--- config.mk ---
export PLATFORM = sky130hd
export DESIGN_NAME = rtic_top
export DESIGN_NICKNAME = d
export VERILOG_FILES = /design/src/rtl/rtic_pkg.sv /design/src/rtl/rtic_stage.sv /design/src/rtl/rtic_datapath.sv /design/src/rtl/rtic_ctrl.sv /design/src/rtl/rtic_top.sv
export SDC_FILE = /design/constraint.sdc
export NUM_CORES = 1
export LEC_CHECK = 0
export ABC_CLOCK_PERIOD_IN_PS = 5600
export BUFFER_PORTS_ARGS = -buffer_cell sky130_fd_sc_hd__buf_2
export CAP_MARGIN = 30
export CELL_PAD_IN_SITES_DETAIL_PLACEMENT = 0
export CELL_PAD_IN_SITES_GLOBAL_PLACEMENT = 2
export CORE_ASPECT_RATIO = 0.6
export CORE_MARGIN = 2
export CORE_UTILIZATION = 41
export CTS_CLUSTER_SIZE = 40
export DETAILED_ROUTE_END_ITERATION = 8
export PLACE_DENSITY_LB_ADDON = 0.2
export SLEW_MARGIN = 15
export SYNTH_ARGS = -nofsm -noshare
export SYNTH_HDL_FRONTEND = slang
export SYNTH_SLANG_ARGS = --single-unit
--- constraint.sdc ---
create_clock -name clk -period 5.6 [get_ports clk]
set_input_delay 1.12 -clock clk [delete_from_list [all_inputs] [get_ports clk]]
set_output_delay 1.12 -clock clk [all_outputs]
set_load 0.1 [all_outputs]
--- src/rtl/rtic_pkg.sv ---
`timescale 1ns/1ps
package rtic_pkg;
  localparam int DW     = 8;
  localparam int NSTAGE = 4;
  localparam int AW     = 3;
  localparam int TBW    = $clog2(NSTAGE);

  localparam logic [AW-1:0] A_CTRL = 3'd0;
  localparam logic [AW-1:0] A_INTV = 3'd1;
  localparam logic [AW-1:0] A_FRAC = 3'd2;

  localparam int B_RUN  = 0;
  localparam int B_IEN  = 1;
  localparam int B_FLAG = 2;
  localparam int B_ONCE = 3;
  localparam int B_TB   = 4;
  localparam int B_H24  = 6;

  localparam logic [DW-1:0] FRAC_LAST  = 8'd127;
  localparam logic [DW-1:0] SEC_LAST   = 8'd59;
  localparam logic [DW-1:0] MIN_LAST   = 8'd59;
  localparam logic [DW-1:0] HOUR_SHORT = 8'd23;
  localparam logic [DW-1:0] HOUR_LONG  = 8'd254;

  typedef logic [DW-1:0] word_t;

  typedef struct packed {
    logic              countEn;
    logic [NSTAGE-1:0] stageWr;
    logic              intvWr;
    word_t             wdata;
    logic [TBW-1:0]    tbSel;
    logic              hr24;
    logic              intvEn;
    logic              oneShot;
  } rtic_stb_t;
endpackage

--- src/rtl/rtic_stage.sv ---
`timescale 1ns/1ps
module rtic_stage #(
  parameter int W = 8
) (
  input  logic         clk,
  input  logic         rstN,
  input  logic         inc,
  input  logic         wrEn,
  input  logic [W-1:0] wrData,
  input  logic [W-1:0] lastVal,
  output logic [W-1:0] value,
  output logic         wrap
);
  assign wrap = inc && (value >= lastVal);

  always_ff @(posedge clk or negedge rstN) begin
    if (!rstN)      value <= '0;
    else if (wrEn)  value <= wrData;
    else if (inc)   value <= wrap ? '0 : value + 1'b1;
  end
endmodule

--- src/rtl/rtic_datapath.sv ---
`timescale 1ns/1ps
module rtic_datapath
  import rtic_pkg::*;
(
  input  logic                       clk,
  input  logic                       rstN,
  input  rtic_stb_t                  stb,
  output logic [NSTAGE-1:0][DW-1:0]  timeVal,
  output word_t                      intvVal,
  output logic                       intvHit
);
  logic [NSTAGE-1:0] inc;
  logic [NSTAGE-1:0] wrap;
  word_t             lastW [NSTAGE];
  logic              unusedHourWrap;

  assign inc[0] = stb.countEn;
  assign unusedHourWrap = wrap[NSTAGE-1];

  for (genvar g = 0; g < NSTAGE; g++) begin : g_stage
    if (g == 0) begin : g_frac
      assign lastW[g] = FRAC_LAST;
    end else if (g == 1) begin : g_sec
      assign lastW[g] = SEC_LAST;
    end else if (g == 2) begin : g_min
      assign lastW[g] = MIN_LAST;
    end else begin : g_hour
      assign lastW[g] = stb.hr24 ? HOUR_SHORT : HOUR_LONG;
    end
    if (g > 0) begin : g_carry
      assign inc[g] = wrap[g-1];
    end
    rtic_stage #(.W(DW)) u_stage (
      .clk    (clk),
      .rstN   (rstN),
      .inc    (inc[g]),
      .wrEn   (stb.stageWr[g]),
      .wrData (stb.wdata),
      .lastVal(lastW[g]),
      .value  (timeVal[g]),
      .wrap   (wrap[g])
    );
  end

  // Interval timer
  word_t intvReg;
  word_t cnt;
  word_t nextCnt;
  logic  stopped;
  logic  unitEv;

  assign unitEv  = inc[stb.tbSel];
  assign nextCnt = cnt + 1'b1;
  assign intvHit = stb.intvEn && unitEv && !stopped && (nextCnt == intvReg);
  assign intvVal = intvReg;

  always_ff @(posedge clk or negedge rstN) begin
    if (!rstN)           intvReg <= '0;
    else if (stb.intvWr) intvReg <= stb.wdata;
  end

  always_ff @(posedge clk or negedge rstN) begin
    if (!rstN) begin
      cnt     <= '0;
      stopped <= 1'b0;
    end else if (!stb.intvEn) begin
      cnt     <= '0;
      stopped <= 1'b0;
    end else if (unitEv && !stopped) begin
      if (nextCnt == intvReg) begin
        cnt     <= '0;
        stopped <= stb.oneShot;
      end else begin
        cnt <= nextCnt;
      end
    end
  end
endmodule

--- src/rtl/rtic_ctrl.sv ---
`timescale 1ns/1ps
module rtic_ctrl
  import rtic_pkg::*;
(
  input  logic                      clk,
  input  logic                      rstN,
  input  logic                      tick,
  input  logic                      busWr,
  input  logic [AW-1:0]             busAddr,
  input  word_t                     busWdata,
  input  logic [NSTAGE-1:0][DW-1:0] timeVal,
  input  word_t                     intvVal,
  input  logic                      intvHit,
  output rtic_stb_t                 stb,
  output word_t                     busRdata,
  output logic                      flag
);
  logic           runQ, ienQ, onceQ, h24Q;
  logic [TBW-1:0] tbQ;
  logic           ctrlWr;

  assign ctrlWr = busWr && (busAddr == A_CTRL);

  always_ff @(posedge clk or negedge rstN) begin
    if (!rstN) begin
      runQ  <= 1'b0;
      ienQ  <= 1'b0;
      onceQ <= 1'b0;
      h24Q  <= 1'b0;
      tbQ   <= '0;
    end else if (ctrlWr) begin
      runQ  <= busWdata[B_RUN];
      ienQ  <= busWdata[B_IEN];
      onceQ <= busWdata[B_ONCE];
      h24Q  <= busWdata[B_H24];
      tbQ   <= busWdata[B_TB +: TBW];
    end
  end

  // Hardware set wins over a software clear in the same cycle
  always_ff @(posedge clk or negedge rstN) begin
    if (!rstN)                           flag <= 1'b0;
    else if (intvHit)                    flag <= 1'b1;
    else if (ctrlWr && busWdata[B_FLAG]) flag <= 1'b0;
  end

  always_comb begin
    stb.countEn = tick && runQ;
    stb.intvWr  = busWr && (busAddr == A_INTV);
    stb.wdata   = busWdata;
    stb.tbSel   = tbQ;
    stb.hr24    = h24Q;
    stb.intvEn  = ienQ;
    stb.oneShot = onceQ;
    for (int i = 0; i < NSTAGE; i++)
      stb.stageWr[i] = busWr && (busAddr == AW'(int'(A_FRAC) + i));
  end

  always_comb begin
    busRdata = '0;
    if (busAddr == A_CTRL) begin
      busRdata[B_RUN]        = runQ;
      busRdata[B_IEN]        = ienQ;
      busRdata[B_FLAG]       = flag;
      busRdata[B_ONCE]       = onceQ;
      busRdata[B_TB +: TBW]  = tbQ;
      busRdata[B_H24]        = h24Q;
    end else if (busAddr == A_INTV) begin
      busRdata = intvVal;
    end else begin
      for (int i = 0; i < NSTAGE; i++)
        if (busAddr == AW'(int'(A_FRAC) + i)) busRdata = timeVal[i];
    end
  end
endmodule

--- src/rtl/rtic_top.sv ---
`timescale 1ns/1ps
module rtic_top
  import rtic_pkg::*;
(
  input  logic          clk,
  input  logic          rstN,
  input  logic          tick128,
  input  logic          busWr,
  input  logic [AW-1:0] busAddr,
  input  logic [DW-1:0] busWdata,
  output logic [DW-1:0] busRdata,
  output logic          intvFlag
);
  rtic_stb_t                 stb;
  logic [NSTAGE-1:0][DW-1:0] timeVal;
  word_t                     intvVal;
  logic                      intvHit;

  rtic_ctrl u_ctrl (
    .clk     (clk),
    .rstN    (rstN),
    .tick    (tick128),
    .busWr   (busWr),
    .busAddr (busAddr),
    .busWdata(busWdata),
    .timeVal (timeVal),
    .intvVal (intvVal),
    .intvHit (intvHit),
    .stb     (stb),
    .busRdata(busRdata),
    .flag    (intvFlag)
  );

  rtic_datapath u_dp (
    .clk    (clk),
    .rstN   (rstN),
    .stb    (stb),
    .timeVal(timeVal),
    .intvVal(intvVal),
    .intvHit(intvHit)
  );
endmodule

==> flow_metrics.env <==
export IMPL_cp_arrival_ps=2680
export IMPL_clockRootBuffer="clkbuf_16"
export IMPL_grt_pass1_wl_um=18300
export IMPL_postRouteAntennaNets=0
export IMPL_start_kind="input pin"
export IMPL_syn_area_per_cell_um2=9.02
export IMPL_reg2reg_to="u_dp.cnt[3]"
export IMPL_drt_iter0_markers=255
export IMPL_cp_cell_sequence="buf_2 -> nor2b_1 -> buf_4 -> a221oi_1 -> a21oi_1 -> buf_2"
export IMPL_finClkSkew_ps=6.96
export IMPL_synth_net_count=447
export IMPL_cts_hold_buf=0
export IMPL_critPathKind="in2out"
export IMPL_fin_setup_tns_ps=0
export IMPL_numCtsBuffers=5
export IMPL_cts_max_level=2
export IMPL_synth_ff_latch_count=56
export IMPL_cpMostUsedCell="buf_2"
export IMPL_clk_latency_ps=300
export IMPL_min_to="u_dp.g_stage[1].u_stage.value[7]"
export IMPL_synth_area_leaders="dfrtp_1, mux2_2, nand2_1"
export IMPL_synth_area_mm2=0.00381
export IMPL_yosys_warnings=0
export IMPL_port_buffers=23
export IMPL_max_cap_viol_count=0
export IMPL_netlist_instances=422
export IMPL_die_w_um=128
export IMPL_outcome="finished, final reports clean"
export IMPL_postCtsSetupRepairBufs=0
export IMPL_nNetsFinal=461
export IMPL_fmax_ghz=0.263
export IMPL_holdCritPathClass="reg2reg"
export IMPL_p_per_area_mw_per_mm2=398
export IMPL_crit_fanout=23
export IMPL_dieArea_mm2=0.0101
export IMPL_p_leak_nw=1.69
export IMPL_rr_worst_depth=7
export IMPL_synth_ff_type="dfrtp_1"
export IMPL_tightest_slew_ps=766
export IMPL_synth_edf_count=0
export IMPL_finalHoldViolCount=0
export IMPL_setup_violations=0
export IMPL_rsz0062_at_grt="no"
export IMPL_cts_repair_resized=0
export IMPL_antenna_found_initial=0
export IMPL_antenna_cells=0
export IMPL_firstDrtPassIters=5
export IMPL_peakVddDrop_mv=0.217
export IMPL_hpwl_um=8330
export IMPL_synth_distinct_cells=64
export IMPL_power_total_mw=1.66
export IMPL_core_mm2=0.00909
export IMPL_vias=3381
export IMPL_grt_overflow_total=0
export IMPL_pin_count=24
export IMPL_layout_drive_gt1_share_pct=16.7
export IMPL_rows=27
export IMPL_grt_pass1_vias=3199
export IMPL_yosysTopAreaCell="dfrtp_1"
export IMPL_gp_congestion=0.839
export IMPL_fillers=889
export IMPL_finalNonFillerCells=553
export IMPL_track_usage_pct=23.9
export IMPL_drc=0
export IMPL_initial_core_util_pct=41.9
export IMPL_critPathCaptureType="primary output"
export IMPL_r2r_start="u_dp.g_stage[0].u_stage.value[0]"
export IMPL_slowest_stage="buf_2"
export IMPL_die_h_um=78.6
export IMPL_min_path_cells=2
export IMPL_rrSetupSlack_ps=2960
export IMPL_routed_via_density=6.11
export IMPL_cts_num_sinks=56
export IMPL_post_route_period_util_pct=67.9
export IMPL_wire_per_inst_um=20.9
export IMPL_min_period_ps=3800
export IMPL_netlist_area_leader_share_pct=36.8
export IMPL_clk_pin_slew_worst_paths_ps=80
export IMPL_async_reset_ff_share_pct=100
export IMPL_final_max_slew_viol_count=0
export IMPL_syn_to_final_growth_pct=9.33
export IMPL_hp_start="u_dp.g_stage[1].u_stage.value[7]"
export IMPL_synth_seq_area_share_pct=36.8
export IMPL_slew_headroom_pct=48.9
export IMPL_dp_cells=545
export IMPL_worstPathRequired_ps=4480
export IMPL_cts_tree="built"
export IMPL_slowest_delay_ps=410
export IMPL_clock_path_buffers=2
export IMPL_wl_um=11600
export IMPL_grt_max_degree=57
==> layer usage <==
layer / routed length, µm / GRT usage [%]
met5: 0 / 0
met4: 106 / 4.18
met3: 901 / 7.02
met2: 4660 / 32.9
met1: 5900 / 36.9
==> cell usage in the layout (no fill, tap or decap), types with 2 or more instances in the layout <==
cell type and n:
nand2b_1 3, buf_4 5, a221oi_1 8, a2bb2oi_1 4, inv_1 14, mux2i_1 13, a211o_1 2, nand4_1 6
o211ai_1 2, o31ai_1 4, nand2_1 57, a22oi_1 3, a21oi_1 31, nor2_1 18, o21ai_1 3, a41oi_1 2
clkbuf_16 5, and2_1 6, mux2_2 20, o2111ai_1 2, ha_1 10, nor3_1 9, nor4b_1 4, and3_1 6
a31oi_1 7, xor2_1 5, o21ai_0 36, buf_2 23, xnor2_1 7, nor3_2 5, o221ai_1 6, and2b_1 2
dfrtp_1 56, nor2b_1 6, nand3_1 17
==> critical path, delay by kind of cell <==
family                 cells  cell delay [ps]
buffers and inverters      3              940
AOI/OAI and AO/OA          2              470
and+or+nand+nor            1              140
==> final cells by class <==
cell class                 count  area, µm²  share of cell area, %
inverter                      15       56.3                   1.35
sequential                    56       1400                   33.7
tap                          116        145                   3.49
multi-input combinational    330       2250                   54.2
timing repair buffer          28        153                   3.67
clock buffer                   6        139                   3.34
clock inverter                 2       13.8                  0.331
==> flip-flops by register name, summed over array words and instances (netlist names) <==
register                    cells
u_dp.g_stage.u_stage.value     32
u_dp.stopped                    1
u_ctrl.flag                     1
u_ctrl.onceQ                    1
u_dp.intvVal                    8
u_ctrl.h24Q                     1
u_ctrl.tbQ                      2
u_dp.cnt                        8
u_ctrl.runQ                     1
u_ctrl.ienQ                     1
==> cell families (layout without fill, tap and decap cells) <==
family | Yosys count | count (layout) | synth area share, %
AND/OR/NAND/NOR | 147 | 147 | 20.0
XOR/XNOR | 12 | 12 | 2.76
buffers and inverters | 36 | 51 | 3.98
AO/OA/AOI/OAI | 128 | 128 | 23.8
adder cells (fa/ha/maj) | 10 | 10 | 3.29
multiplexers | 33 | 33 | 9.33
flip-flops | 56 | 56 | 36.8
==> stage by stage <==
step	setup slack (ps)	hold WS [ps]	util, %	instance area [µm²]
6_report	1800	575	45.8	4160
2_1_floorplan	653	490	-	3810
4_1_cts	1810	578	45.8	4160
5_1_grt	1660	601	45.8	4160
3_5_place_dp	1810	558	44.1	4010
3_3_place_gp	1850	556	44.1	4010
==> synth_stat cells, drive strengths merged (8+ instances only) <==
library cell,n
a21oi,31
a221oi,8
a31oi,9
clkbuf,14
dfrtp,56
ha,10
inv,14
mux2,20
mux2i,13
nand2,57
nand3,18
nor2,18
nor3,14
o21ai,40
==> worst max-delay path by stage <==
stage	startpoint	to	slack, ps	cells after the start
floorplan	busAddr[2]	busRdata[7]	650	3
global placement	busAddr[2]	busRdata[4]	1850	6
detailed placement	busAddr[2]	busRdata[4]	1810	6
CTS	busAddr[2]	busRdata[4]	1810	6
global route	busAddr[1]	busRdata[3]	1660	6
finish	busAddr[2]	busRdata[3]	1800	6
==> power breakdown <==
part / leakage [nW] / total [mW] / internal, mW / switching (mW)
clock network: 0.0772 / 0.333 / 0.180 / 0.153
logic: 0.916 / 0.618 / 0.237 / 0.380
registers: 0.695 / 0.708 / 0.515 / 0.193
No activity file was read; power rests on OpenSTA's default activity.
